--- config.mk ---
export PLATFORM = sky130hd
export DESIGN_NAME = ext_irq_sense_ctrl
export DESIGN_NICKNAME = d
export VERILOG_FILES = /design/src/rtl/eirq_pkg.sv /design/src/rtl/eirq_sync.sv /design/src/rtl/eirq_detect.sv /design/src/rtl/eirq_regs.sv /design/src/rtl/ext_irq_sense_ctrl.sv
export SDC_FILE = /design/constraint.sdc
export NUM_CORES = 1
export LEC_CHECK = 0
export BUFFER_PORTS_ARGS = -buffer_cell sky130_fd_sc_hd__buf_4
export CAP_MARGIN = 20
export CELL_PAD_IN_SITES_DETAIL_PLACEMENT = 0
export CELL_PAD_IN_SITES_GLOBAL_PLACEMENT = 1
export CORE_UTILIZATION = 36
export CTS_CLUSTER_DIAMETER = 100
export DETAILED_ROUTE_END_ITERATION = 8
export PLACE_DENSITY_LB_ADDON = 0.25
export SLEW_MARGIN = 20
export SYNTH_ARGS = -nofsm -noshare
export SYNTH_HDL_FRONTEND = slang
export SYNTH_SLANG_ARGS = --single-unit
--- constraint.sdc ---
create_clock -name clk -period 1.52 [get_ports clk]
set_clock_uncertainty 0.1 [all_clocks]
set_input_delay 0.228 -clock clk [delete_from_list [all_inputs] [get_ports clk]]
set_output_delay 0.228 -clock clk [all_outputs]
set_load 0.02 [all_outputs]
--- src/rtl/eirq_pkg.sv ---
package eirq_pkg;

  typedef enum logic [1:0] {
    SENSE_LOW  = 2'b00,
    SENSE_ANY  = 2'b01,
    SENSE_FALL = 2'b10,
    SENSE_RISE = 2'b11
  } sense_e;

  localparam int unsigned REG_ADDR_W = 2;

  localparam logic [REG_ADDR_W-1:0] ADDR_MASK  = 2'd0;
  localparam logic [REG_ADDR_W-1:0] ADDR_FLAG  = 2'd1;
  localparam logic [REG_ADDR_W-1:0] ADDR_SENSE = 2'd2;

endpackage

--- src/rtl/eirq_sync.sv ---
module eirq_sync #(
  parameter int unsigned NUM_PINS    = 2,
  parameter int unsigned SYNC_STAGES = 2
) (
  input  logic                clk,
  input  logic                rst_n,
  input  logic [NUM_PINS-1:0] pin_i,
  output logic [NUM_PINS-1:0] sync_o
);

  logic [NUM_PINS-1:0] stage_q [SYNC_STAGES];
  logic [NUM_PINS-1:0] stage_d [SYNC_STAGES];

  always_comb begin
    stage_d[0] = pin_i;
    for (int s = 1; s < SYNC_STAGES; s++) begin
      stage_d[s] = stage_q[s-1];
    end
  end

  always_ff @(posedge clk or negedge rst_n) begin
    if (!rst_n) begin
      for (int s = 0; s < SYNC_STAGES; s++) begin
        stage_q[s] <= '0;
      end
    end else begin
      for (int s = 0; s < SYNC_STAGES; s++) begin
        stage_q[s] <= stage_d[s];
      end
    end
  end

  assign sync_o = stage_q[SYNC_STAGES-1];

endmodule

--- src/rtl/eirq_detect.sv ---
module eirq_detect
  import eirq_pkg::*;
#(
  parameter int unsigned NUM_PINS    = 2,
  parameter int unsigned SYNC_STAGES = 2
) (
  input  logic                clk,
  input  logic                rst_n,
  input  logic [NUM_PINS-1:0] sync_i,
  input  sense_e              sense_i,
  output logic [NUM_PINS-1:0] evt_o,
  output logic [NUM_PINS-1:0] level_o
);

  localparam int unsigned PRIME_MAX = SYNC_STAGES + 1;
  localparam int unsigned CNT_W     = $clog2(PRIME_MAX + 1);

  logic [CNT_W-1:0]    prime_q;
  logic [CNT_W-1:0]    prime_d;
  logic                prime_en;
  logic                armed_edge;
  logic                armed_level;
  logic [NUM_PINS-1:0] prev_q;
  logic [NUM_PINS-1:0] prev_d;

  // Priming counter: edges are trusted once the previous-value register
  // holds a real sample, levels once the synchronizer output does.
  always_comb begin
    prime_en    = (prime_q != CNT_W'(PRIME_MAX));
    prime_d     = prime_q + 1'b1;
    armed_edge  = (prime_q == CNT_W'(PRIME_MAX));
    armed_level = (prime_q >= CNT_W'(SYNC_STAGES));
    prev_d      = sync_i;
  end

  always_ff @(posedge clk or negedge rst_n) begin
    if (!rst_n) begin
      prime_q <= '0;
    end else if (prime_en) begin
      prime_q <= prime_d;
    end
  end

  always_ff @(posedge clk or negedge rst_n) begin
    if (!rst_n) begin
      prev_q <= '0;
    end else begin
      prev_q <= prev_d;
    end
  end

  for (genvar g = 0; g < NUM_PINS; g++) begin : g_pin
    logic rise;
    logic fall;
    logic sel;

    always_comb begin
      rise = sync_i[g] & ~prev_q[g];
      fall = ~sync_i[g] & prev_q[g];
      unique case (sense_i)
        SENSE_ANY:  sel = rise | fall;
        SENSE_FALL: sel = fall;
        SENSE_RISE: sel = rise;
        default:    sel = 1'b0;
      endcase
    end

    assign evt_o[g]   = armed_edge & sel;
    assign level_o[g] = armed_level & ~sync_i[g];

    AST_EVT_NEEDS_NEW_EDGE: assert property (@(posedge clk) disable iff (!rst_n)
      (evt_o[g] && $stable(sense_i)) |=> (!evt_o[g] || (sync_i[g] != $past(sync_i[g]))));
  end

endmodule

--- src/rtl/eirq_regs.sv ---
module eirq_regs
  import eirq_pkg::*;
#(
  parameter int unsigned NUM_PINS = 2,
  parameter int unsigned DATA_W   = 8
) (
  input  logic                  clk,
  input  logic                  rst_n,
  input  logic                  wr_i,
  input  logic                  rd_i,
  input  logic [REG_ADDR_W-1:0] addr_i,
  input  logic [DATA_W-1:0]     wdata_i,
  input  logic [NUM_PINS-1:0]   evt_i,
  input  logic [NUM_PINS-1:0]   ack_i,
  output logic [NUM_PINS-1:0]   mask_o,
  output logic [NUM_PINS-1:0]   flag_o,
  output sense_e                sense_o,
  output logic [DATA_W-1:0]     rdata_o
);

  localparam int unsigned EN_LSB = DATA_W - NUM_PINS;

  logic [NUM_PINS-1:0] mask_q;
  logic [NUM_PINS-1:0] mask_d;
  logic                mask_we;
  logic [NUM_PINS-1:0] flag_q;
  logic [NUM_PINS-1:0] flag_d;
  logic [NUM_PINS-1:0] flag_clr;
  logic                flag_wr;
  sense_e              sense_q;
  sense_e              sense_d;
  logic                sense_we;

  always_comb begin
    mask_we  = wr_i && (addr_i == ADDR_MASK);
    flag_wr  = wr_i && (addr_i == ADDR_FLAG);
    sense_we = wr_i && (addr_i == ADDR_SENSE);
    mask_d   = wdata_i[EN_LSB +: NUM_PINS];
    sense_d  = sense_e'(wdata_i[1:0]);
    flag_clr = ack_i | (flag_wr ? wdata_i[EN_LSB +: NUM_PINS] : '0);
    if (sense_q == SENSE_LOW) begin
      flag_d = '0;
    end else begin
      flag_d = (flag_q & ~flag_clr) | evt_i;
    end
  end

  always_ff @(posedge clk or negedge rst_n) begin
    if (!rst_n) begin
      mask_q <= '0;
    end else if (mask_we) begin
      mask_q <= mask_d;
    end
  end

  always_ff @(posedge clk or negedge rst_n) begin
    if (!rst_n) begin
      sense_q <= SENSE_LOW;
    end else if (sense_we) begin
      sense_q <= sense_d;
    end
  end

  always_ff @(posedge clk or negedge rst_n) begin
    if (!rst_n) begin
      flag_q <= '0;
    end else begin
      flag_q <= flag_d;
    end
  end

  always_comb begin
    rdata_o = '0;
    if (rd_i) begin
      unique case (addr_i)
        ADDR_MASK:  rdata_o[EN_LSB +: NUM_PINS] = mask_q;
        ADDR_FLAG:  rdata_o[EN_LSB +: NUM_PINS] = flag_q;
        ADDR_SENSE: rdata_o[1:0] = sense_q;
        default:    rdata_o = '0;
      endcase
    end
  end

  assign mask_o  = mask_q;
  assign flag_o  = flag_q;
  assign sense_o = sense_q;

  AST_LEVEL_FLAGS_ZERO: assert property (@(posedge clk) disable iff (!rst_n)
    (sense_q == SENSE_LOW) |=> (flag_q == '0));

  for (genvar g = 0; g < NUM_PINS; g++) begin : g_chk
    AST_ACK_CLEARS: assert property (@(posedge clk) disable iff (!rst_n)
      (ack_i[g] && !evt_i[g]) |=> !flag_q[g]);
    AST_SET_WINS: assert property (@(posedge clk) disable iff (!rst_n)
      (evt_i[g] && sense_q != SENSE_LOW) |=> flag_q[g]);
    AST_FLAG_HOLD: assert property (@(posedge clk) disable iff (!rst_n)
      (flag_q[g] && !ack_i[g] && !(flag_wr && wdata_i[EN_LSB+g]) && sense_q != SENSE_LOW)
      |=> flag_q[g]);
  end

endmodule

--- src/rtl/ext_irq_sense_ctrl.sv ---
module ext_irq_sense_ctrl
  import eirq_pkg::*;
#(
  parameter int unsigned NUM_PINS    = 2,
  parameter int unsigned DATA_W      = 8,
  parameter int unsigned SYNC_STAGES = 2,
  parameter int unsigned RST_STAGES  = 2
) (
  input  logic                  clk,
  input  logic                  rst_n,
  input  logic [NUM_PINS-1:0]   pin_i,
  input  logic                  gie_i,
  input  logic [NUM_PINS-1:0]   ack_i,
  input  logic                  reg_wr_i,
  input  logic                  reg_rd_i,
  input  logic [REG_ADDR_W-1:0] reg_addr_i,
  input  logic [DATA_W-1:0]     reg_wdata_i,
  output logic [DATA_W-1:0]     reg_rdata_o,
  output logic [NUM_PINS-1:0]   irq_o
);

  logic [RST_STAGES-1:0] rst_pipe_q;
  logic [RST_STAGES-1:0] rst_pipe_d;
  logic                  rst_int_n;
  logic [NUM_PINS-1:0]   sync_w;
  logic [NUM_PINS-1:0]   evt_w;
  logic [NUM_PINS-1:0]   level_w;
  logic [NUM_PINS-1:0]   mask_w;
  logic [NUM_PINS-1:0]   flag_w;
  sense_e                sense_w;

  // Reset: asserted asynchronously, released after RST_STAGES edges.
  always_comb begin
    rst_pipe_d = {rst_pipe_q[RST_STAGES-2:0], 1'b1};
  end

  always_ff @(posedge clk or negedge rst_n) begin
    if (!rst_n) begin
      rst_pipe_q <= '0;
    end else begin
      rst_pipe_q <= rst_pipe_d;
    end
  end

  assign rst_int_n = rst_pipe_q[RST_STAGES-1];

  eirq_sync #(
    .NUM_PINS    (NUM_PINS),
    .SYNC_STAGES (SYNC_STAGES)
  ) sync_i (
    .clk    (clk),
    .rst_n  (rst_int_n),
    .pin_i  (pin_i),
    .sync_o (sync_w)
  );

  eirq_detect #(
    .NUM_PINS    (NUM_PINS),
    .SYNC_STAGES (SYNC_STAGES)
  ) detect_i (
    .clk     (clk),
    .rst_n   (rst_int_n),
    .sync_i  (sync_w),
    .sense_i (sense_w),
    .evt_o   (evt_w),
    .level_o (level_w)
  );

  eirq_regs #(
    .NUM_PINS (NUM_PINS),
    .DATA_W   (DATA_W)
  ) regs_i (
    .clk     (clk),
    .rst_n   (rst_int_n),
    .wr_i    (reg_wr_i),
    .rd_i    (reg_rd_i),
    .addr_i  (reg_addr_i),
    .wdata_i (reg_wdata_i),
    .evt_i   (evt_w),
    .ack_i   (ack_i),
    .mask_o  (mask_w),
    .flag_o  (flag_w),
    .sense_o (sense_w),
    .rdata_o (reg_rdata_o)
  );

  for (genvar g = 0; g < NUM_PINS; g++) begin : g_req
    logic pend;
    always_comb begin
      pend     = (sense_w == SENSE_LOW) ? level_w[g] : flag_w[g];
      irq_o[g] = gie_i & mask_w[g] & pend;
    end
  end

  AST_IRQ_GATED: assert property (@(posedge clk) disable iff (!rst_int_n)
    !gie_i |-> (irq_o == '0));

endmodule

======== Word level (Yosys, flattened, before mapping) ========
Index checks and enable logic that the tools add are counted.
word-level totals
  register bits after elaboration ......... 16
operators by class
  $add $sub $neg .......................... 1
  eq/ne operators ......................... 7
  reductions and logical operators ........ 5
  order comparisons ....................... 1
  bitwise gates (word level) .............. 22
  mux-type cells .......................... 9
operator list
  cell                                                                   number
  1-bit AND                                                              12
  2-bit equality test, second input constant                             4
  8-bit two-way mux                                                      1
  2-bit two-way mux                                                      3
  1-bit one-hot mux with 3 select lines                                  2
  2-bit by 1-bit equality test with 1-bit output, second input constant  2
  2-bit logical NOT                                                      2
  1-bit NOT                                                              4
  2-bit bitwise OR                                                       2
  2-bit one-hot mux with 2 select lines                                  1
  1-bit logical AND                                                      3
  2-bit by 1-bit adder with 2-bit output, second input constant          1
  2-bit AND                                                              1
  2-bit >= comparator, second input constant                             1
  1-bit two-way mux                                                      2
  2-bit inequality test, second input constant                           1
  2-bit NOT                                                              1
  1-bit bitwise OR                                                       2

======== Longest topological paths before layout ========
Gate-level depths: netlist of run 1.
  word-level depth ........................ 8
  gate-level depth with buffers ........... 5
  mapped depth without buffers ............ 5

======== Hierarchy ========
From an unflattened synthesis of run 1, not the netlist that was laid out.
unflattened totals
  cell total of the unflattened synthesis .. 79
  area total of the unflattened synthesis .. 847.1 µm²
modules (own cells, without submodules)
  module              times used  area an instance (µm²)  cells each  sequential area each (µm²)
  eirq_regs           1           372.9                   35          150.1
  eirq_detect         1           275.3                   29          100.1
  eirq_sync           1           100.1                   4           100.1
  ext_irq_sense_ctrl  1           98.8                    11          50.0

======== Worst setup path after synthesis of run 1 ========
OpenSTA, ideal clock, no wires.
  kind .................................... register to output
  from .................................... register detect_i.prime_q[0]
  to ...................................... output irq_o[0]
  path slack .............................. 88 ps
  stages on the path, launching flop included .. 6
  arrival ................................. 1104 ps
  cells stage by stage .................... dfrtp_1 inv_1 ha_1 nor2_1 o41ai_1 and3_1
between the ends
  cells in the longest elaborated chain, start to end .. 4
RTL lines
  element                 line                      source
  start, declared         eirq_detect.sv:18         logic [CNT_W-1:0] prime_q;
  start signal, assigned  eirq_detect.sv:40         prime_q <= prime_d;
  2-bit >= comparator     eirq_detect.sv:32         armed_level = (prime_q >= CNT_W'(SYNC_STAGES));
  1-bit AND               eirq_detect.sv:69         assign level_o[g] = armed_level & ~sync_i[g];
  1-bit two-way mux       ext_irq_sense_ctrl.sv:90  pend = (sense_w == SENSE_LOW) ? level_w[g] : flag_w[g];
  1-bit AND               ext_irq_sense_ctrl.sv:91  irq_o[g] = gie_i & mask_w[g] & pend;
  end, declared           ext_irq_sense_ctrl.sv:19  output logic [NUM_PINS-1:0] irq_o
No other way between the ends.

======== Final worst setup path of run 1 ========
Same ends and word-level chain as after synthesis.

==> results of run 1 <==
[per-stage QoR]
stage               setup TNS (ns)  setup WS [ns]
floorplan                        0         0.0875
global placement          -0.00314       -0.00314
detailed placement         -0.0127        -0.0117
CTS                         -0.621         -0.295
global route                -0.741         -0.352
finish                      -0.512         -0.265
[routing by layer]
layer  vias up  wire length (µm)  GRT usage
met3         0                44     0.0556
met4         0                 0     0.0143
met2         8               749      0.209
li1        294                 -          -
met5         -                 0          0
met1       281               657      0.161
[power groups by stage]
stage | combinational, W | sequential, W | clock [W]
2_1_floorplan | 0.000172 | 0.000501 | 0
3_3_place_gp | 0.000247 | 0.000521 | 0
3_5_place_dp | 0.000248 | 0.000520 | 0
4_1_cts | 0.000271 | 0.000520 | 0.000287
5_1_grt | 0.000306 | 0.000532 | 0.000309
6_report | 0.000281 | 0.000522 | 0.000277
[Yosys cell counts (2+ instances only)]
| library cell | count | area [µm²] |
|---|---|---|
| nor2b_2 | 2 | 17.5 |
| nor2_1 | 3 | 11.3 |
| a311o_1 | 2 | 20.0 |
| conb_1 | 2 | 7.51 |
| ha_1 | 6 | 75.1 |
| o41ai_1 | 2 | 17.5 |
| a21oi_1 | 2 | 10.0 |
| o21ai_0 | 5 | 25.0 |
| nor3b_1 | 2 | 15.0 |
| mux2i_1 | 2 | 20.0 |
| mux2_2 | 4 | 45.0 |
| mux2_4 | 2 | 30.0 |
| buf_4 | 5 | 37.5 |
| dfrtp_1 | 16 | 400 |
| and3_1 | 4 | 25.0 |
| inv_1 | 6 | 22.5 |
[final cells by class]
type	count	area, µm²	share of cell area
Tap cell	28	35.0	0.0307
Clock buffer	4	36.3	0.0318
Sequential cell	16	403	0.353
Multi-Input combinational cell	46	397	0.348
Timing Repair Buffer	29	248	0.217
Inverter	6	22.5	0.0197
[how the worst min path moves through the flow]
stage,endpoint
2_1_floorplan,rst_pipe_q[0]
3_5_place_dp,rst_pipe_q[0]
4_1_cts,regs_i.sense_o[1]
3_3_place_gp,rst_pipe_q[0]
6_report,regs_i.sense_o[1]
5_1_grt,regs_i.sense_o[1]
[critical path, delay by kind of cell (launching register included)]
kind / cells / cell delay (ns)
flops: 1 / 0.39
buf+inv: 2 / 0.18
simple gates: 2 / 0.26
compound gates: 1 / 0.20
fa+ha+maj: 1 / 0.15
[cell families after synthesis]
kind of cell               Yosys count
buffers and inverters               12
adders and majority gates            6
other                                2
AOI/OAI and AO/OA                   11
muxes                                8
xor gates and xnor gates             1
DFF                                 16
and+or+nand+nor                     15
[timing repair]
item                       in CTS  in global routing
pin swaps                       0                  0
hold buffers                    3                  0
hold endpoints to repair        4                  0
gates resized for setup         8                  7
setup endpoints to repair       4                  4
[registers in the layout, summed over array words and instances, names as in the netlist]
name              count
detect_i.prime_q      2
detect_i.prev_q       2
regs_i.flag_o         2
regs_i.mask_o         2
sync_i.sync_o         2
regs_i.sense_o        2
rst_pipe_q            2
sync_i.stage_d        2
==> out/metrics.cfg, run 1 <==
[synthesis]
synth_simple_gate_area_share = 0.119
seq_area_frac_synth = 0.483
synthArstFlopShare = 1.00
synthAdderAreaFrac = 0.0905
synthMuxAreaShare = 0.115
synth-xor-area-share = 0.0106
netlist_area_um2 = 830
ys_warn_count = 0
synth.avg_cell_area_um2 = 11.7
synthFlopType = dfrtp_1
synth.distinct_cells = 22
synth-seq-cells = 16
synth_top_family_by_area = simple AND/OR/NAND/NOR gates
synth_compound_area_frac = 0.0875
syn-instance-count = 71
synth_edf_count = 0

[cells_and_area]
finalNetCount = 127
fin_util = 0.521
drive_gt1_frac = 0.465
final.fill_count = 207
antennaDiodeCount = 0
final_cell_mix = buf_4, dfrtp_1, inv_1, ha_1, buf_6
layout.cells.non_filler = 129
final_common_cell = buf_4
syn_to_final_growth_pct = 37.6
fin_area_um2 = 1140

[sta]
holdWs_ns = 0.0714
fmax_mhz = 560
worstMarginPinSlew_ns = 0.546
setup_violations = 2
rsz0062_at_grt = yes
setup_slack_ns = -0.265
period_share = 1.17
min_period_ns = 1.79
finalHoldViolCount = 0
max_slew_margin = 0.636
drv_slew = 0

[clocking]
cts_buffers = 3
clockBufferDepth = 2
clkTransAtPathRegs_ns = 0.09
cts_htree_levels = 1
insertion_delay_ns = 0.28
numClockSinks = 16
cts_root_buffer = clkbuf_4
post_cts_buffers = 0
tritoncts = done

[floorplanning]
die_w_um = 50.0
rows = 17
io_pins = 29
die_area_um2 = 2500
die_h_um = 50.0
start_util = 0.379
core_um2 = 2190

[placed_design]
io_buffers = 20
gp_congestion = 0.755
hpwlAfterDp_mm = 1.09
placed_cells = 122
dpl-instance-area_um2 = 1020

[worst_setup_path]
cp_slowest_stage_delay_ns = 0.39
arrival_ns = 1.46
cp-end-kind = primary output
cp-start-kind = flip-flop
crit_type = reg2out
crit_path_end = irq_o[0]
crit_start = detect_i.prime_q[0]
r2r-end = regs_i.flag_o[1]
reg2reg_slack_ns = 0.10
worstPathCellList = inv_1 -> ha_1 -> nor2_2 -> o41ai_2 -> and3_1 -> buf_6
r2r_cells = 5
r2r_start = sync_i.sync_o[1]
crit_fanout = 2
crit_required_ns = 1.19
slowest_stage = dfrtp_1

[pwr]
internal_power_w = 0.000788
p_total_w = 0.00108
p_switching_w = 0.000292
leakage_nw = 0.575
seqPwrFrac = 0.484
clkPwrFrac = 0.256
power_frac_comb = 0.260
vdd_ir_drop_max_uv = 496
swShare = 0.271
p_per_area_nw_per_um2 = 946

[global_route]
grt_pass1_wl_mm = 2.35
grtUsageTotal = 0.128
grt_overflow_total = 0
grt_max_degree = 15
grt_pass1_vias = 572
antenna_found_initial = 0

[drt]
drtIter0Drc = 8
drc = 0
antenna_left = 0
vias = 583
avgRoutedWirePerCell_um = 11.2
wl_mm = 1.45
viasPerCell = 4.52
first_pass_iters = 4

[flow_run]
drv_cap = 0

[min_path]
whs_path_depth = 2
hp-class = in2reg
holdCritStartpoint = reg_wdata_i[1]

[status]
violations = setup timing
status = complete, but fails checks

No activity file was read; power rests on OpenSTA's default activity.
==> run 2, diff against run 1 <==
--- a/config.mk
+++ b/config.mk
@@ -5,11 +5,12 @@
 export SDC_FILE = /design/constraint.sdc
 export NUM_CORES = 1
 export LEC_CHECK = 0
+export ABC_AREA = 1
 export BUFFER_PORTS_ARGS = -buffer_cell sky130_fd_sc_hd__buf_4
 export CAP_MARGIN = 20
 export CELL_PAD_IN_SITES_DETAIL_PLACEMENT = 0
 export CELL_PAD_IN_SITES_GLOBAL_PLACEMENT = 1
-export CORE_UTILIZATION = 36
+export CORE_UTILIZATION = 34
 export CTS_CLUSTER_DIAMETER = 100
 export DETAILED_ROUTE_END_ITERATION = 8
 export PLACE_DENSITY_LB_ADDON = 0.25
==> run 2 against run 1 <==
Net effect: the flow still finishes with violations (setup timing); die area up 3.2%; largest power group unchanged; first-iteration DRC count down 25%; register-to-register slack better by 0.20 ns; via count up 17%; area after synthesis down 2.4%; worst hold slack better by 0.013 ns; core utilization down 3.5 points.
==> out/metrics.cfg, run 2 <==
[status]
status = complete, but fails checks
violations = setup timing

[sta]
min_period_ns = 1.74  ; -0.0486 ns
max_slew_margin = 0.611  ; -0.0245
finalHoldViolCount = 0  ; unchanged
rsz0062_at_grt = yes
period_share = 1.14  ; -0.0320
setup_violations = 2  ; unchanged
drv_slew = 0  ; unchanged
holdWs_ns = 0.0848  ; +0.0134 ns
worstMarginPinSlew_ns = 0.583  ; +0.0367 ns
setup_slack_ns = -0.217  ; +0.0486 ns
fmax_mhz = 576  ; +2.8%

[pwr]
clkPwrFrac = 0.279  ; +0.023
internal_power_w = 0.000709  ; -10%
power_frac_comb = 0.212  ; -0.048
p_switching_w = 0.000284  ; -2.7%
swShare = 0.286  ; +0.0157
seqPwrFrac = 0.509  ; +0.025
vdd_ir_drop_max_uv = 565  ; +14%
p_per_area_nw_per_um2 = 915  ; -3.3%
leakage_nw = 0.567  ; -1.4%

[cells_and_area]
fin_area_um2 = 1080  ; -4.9%
syn_to_final_growth_pct = 34.0
final_cell_mix = buf_4, nand3_1, dfrtp_1
antennaDiodeCount = 0  ; unchanged
final_common_cell = buf_4
finalNetCount = 150  ; +18%
drive_gt1_frac = 0.282  ; -0.183
final.fill_count = 229  ; +11%

[floorplanning]
core_um2 = 2230  ; +1.9%
die_h_um = 50.8  ; +1.6%
io_pins = 29  ; unchanged
die_w_um = 50.8  ; +1.6%
start_util = 0.362  ; -0.0162
die_area_um2 = 2580  ; +3.2%
rows = 17  ; unchanged

[clocking]
clockBufferDepth = 2  ; unchanged
cts_buffers = 3  ; unchanged
cts_root_buffer = clkbuf_4
cts_htree_levels = 1  ; unchanged
numClockSinks = 16  ; unchanged
insertion_delay_ns = 0.28  ; about the same
tritoncts = done
clkTransAtPathRegs_ns = 0.09  ; about the same

[drt]
drtIter0Drc = 6  ; -2
avgRoutedWirePerCell_um = 10.3  ; -8.4%
vias = 685  ; +17%
drc = 0  ; unchanged
wl_met1_um = 705  ; +7.3%
viasPerCell = 4.51  ; -0.28%
wl_mm = 1.57  ; +7.9%
wl_met3_um = 57  ; +30%
top_layer_used = met4
first_pass_iters = 4  ; unchanged
antenna_left = 0  ; unchanged
route.met2.wl_um = 790  ; +5.5%

[global_route]
grt_pass1_wl_mm = 2.68  ; +14%
grt_pass1_vias = 623  ; +8.9%
grtUsageTotal = 0.143  ; +0.0146
grt_overflow_total = 0  ; unchanged
grt_max_degree = 15  ; unchanged
antenna_found_initial = 0  ; unchanged

[flow_run]
drv_cap = 0  ; unchanged

[worst_setup_path]
crit_type = reg2out
crit_fanout = 3  ; +1
crit_required_ns = 1.19  ; about the same
cp-end-kind = primary output
cp-start-kind = flip-flop
arrival_ns = 1.41  ; -0.05 ns

[synthesis]
syn-instance-count = 94  ; +32%
synth.avg_cell_area_um2 = 8.61  ; -26%
synth_edf_count = 0  ; unchanged
synth_top_area_frac = 0.495  ; +0.0119
seq_area_frac_synth = 0.495  ; +0.0119
synth-seq-cells = 16  ; unchanged
synthArstFlopShare = 1.00  ; unchanged
synthFlopType = dfrtp_1
ys_top_cells_by_count = dfrtp_1, nand3_1, inv_1, nand2_1, a21oi_1
netlist_area_um2 = 810  ; -2.4%
yosys.area.top_type = dfrtp_1
synth.distinct_cells = 15  ; -32%
synth.area.top_cells = dfrtp_1, nand3_1, ha_1
ys_warn_count = 0  ; unchanged

[placed_design]
hpwlAfterDp_mm = 1.22  ; +12%
dpl-instance-area_um2 = 1010  ; -1.6%
gp_congestion = 0.740  ; -2.0%
io_buffers = 20  ; unchanged

[min_path]
hp-class = in2reg

run 2: cell types whose count changed after synthesis, sizes merged, moves of 3 or more:
cell   previous run  this run
nand2             2        12
nor2b             3         0
a21oi             2         8
nand3             0        16
o21ai             5         1
nor2              3         8
inv               6        15
mux2              6         0
and3              4         0
run 2: cell type report:
type                            instances  area (µm²)  area share
Sequential cell                        16         400       0.369
Multi-Input combinational cell         62         347       0.319
Timing Repair Buffer                   27         210       0.194
Inverter                               15        56.3      0.0519
Clock buffer                            4        36.3      0.0334
Tap cell                               28        35.0      0.0323
run 2: power by group through the flow:
stage	combinational, W	clock [W]	sequential (W)
after floorplan	0.000118	0	0.000509
after CTS	0.000209	0.000293	0.000507
after detailed placement	0.000200	0	0.000515
final	0.000210	0.000277	0.000506
after global routing	0.000238	0.000309	0.000513
after global placement	0.000197	0	0.000514
run 2: logic make-up after synthesis:
kind of cell	after synthesis	share of synthesized area
AND/OR/NAND/NOR	41	0.230
buffers and inverters	19	0.107
flip-flops	16	0.495
AO/OA/AOI/OAI	9	0.0556
adder cells (fa/ha/maj)	6	0.0927
other	2	0.00928
XOR/XNOR	1	0.0108
run 2: stage by stage:
stage / std cells / setup WS [ns] / TNS, ns / power, W / util
global route: 152 / -0.284 / -0.550 / 0.00106 / 0.486
CTS: 152 / -0.245 / -0.487 / 0.00101 / 0.486
global placement: 145 / 0.0360 / 0 / 0.000711 / 0.450
detailed placement: 145 / 0.0286 / 0 / 0.000715 / 0.450
finish: 152 / -0.217 / -0.424 / 0.000993 / 0.486
floorplan: 97 / 0.0238 / 0 / 0.000627 / -
run 2: per-layer routing:
layer | up-vias | global-route usage
met4 | 0 | 0.0556
li1 | 350 | -
met3 | 2 | 0.0273
met1 | 319 | 0.176
met5 | - | 0
met2 | 14 | 0.244
run 2: worst paths after layout:
kind / startpoint / end / slack (ns) / cells past startpoint
worst min register to register: rst_pipe_q[1] / regs_i.flag_o[0] / 0.14 / 0
max in group asynchronous: rst_pipe_q[1] / sync_i.stage_d[1] / 0.80 / 0
worst max-delay path: detect_i.prime_q[1] / irq_o[0] / -0.22 / 5
worst min-delay path: reg_wdata_i[7] / regs_i.mask_o[1] / 0.08 / 3
min in group asynchronous: rst_pipe_q[1] / regs_i.flag_o[0] / 0.14 / 0
worst max register to register: detect_i.prev_q[1] / regs_i.flag_o[1] / 0.30 / 7
run 2: timing repair:
action / CTS / global route
resized for setup: 4 / 2
hold buffers: 3 / 0
pin swaps: 1 / 1
setup endpoints to repair: 2 / 4
setup buffers: 0 / 0
hold endpoints to repair: 4 / 0
run 2: worst max-delay path, stage by stage, from the launching register on:
cell and delay, ns:
dfrtp_1 0.41, ha_2 0.17, or2_4 0.23, a21oi_2 0.11, nor3_1 0.05, buf_4 0.15
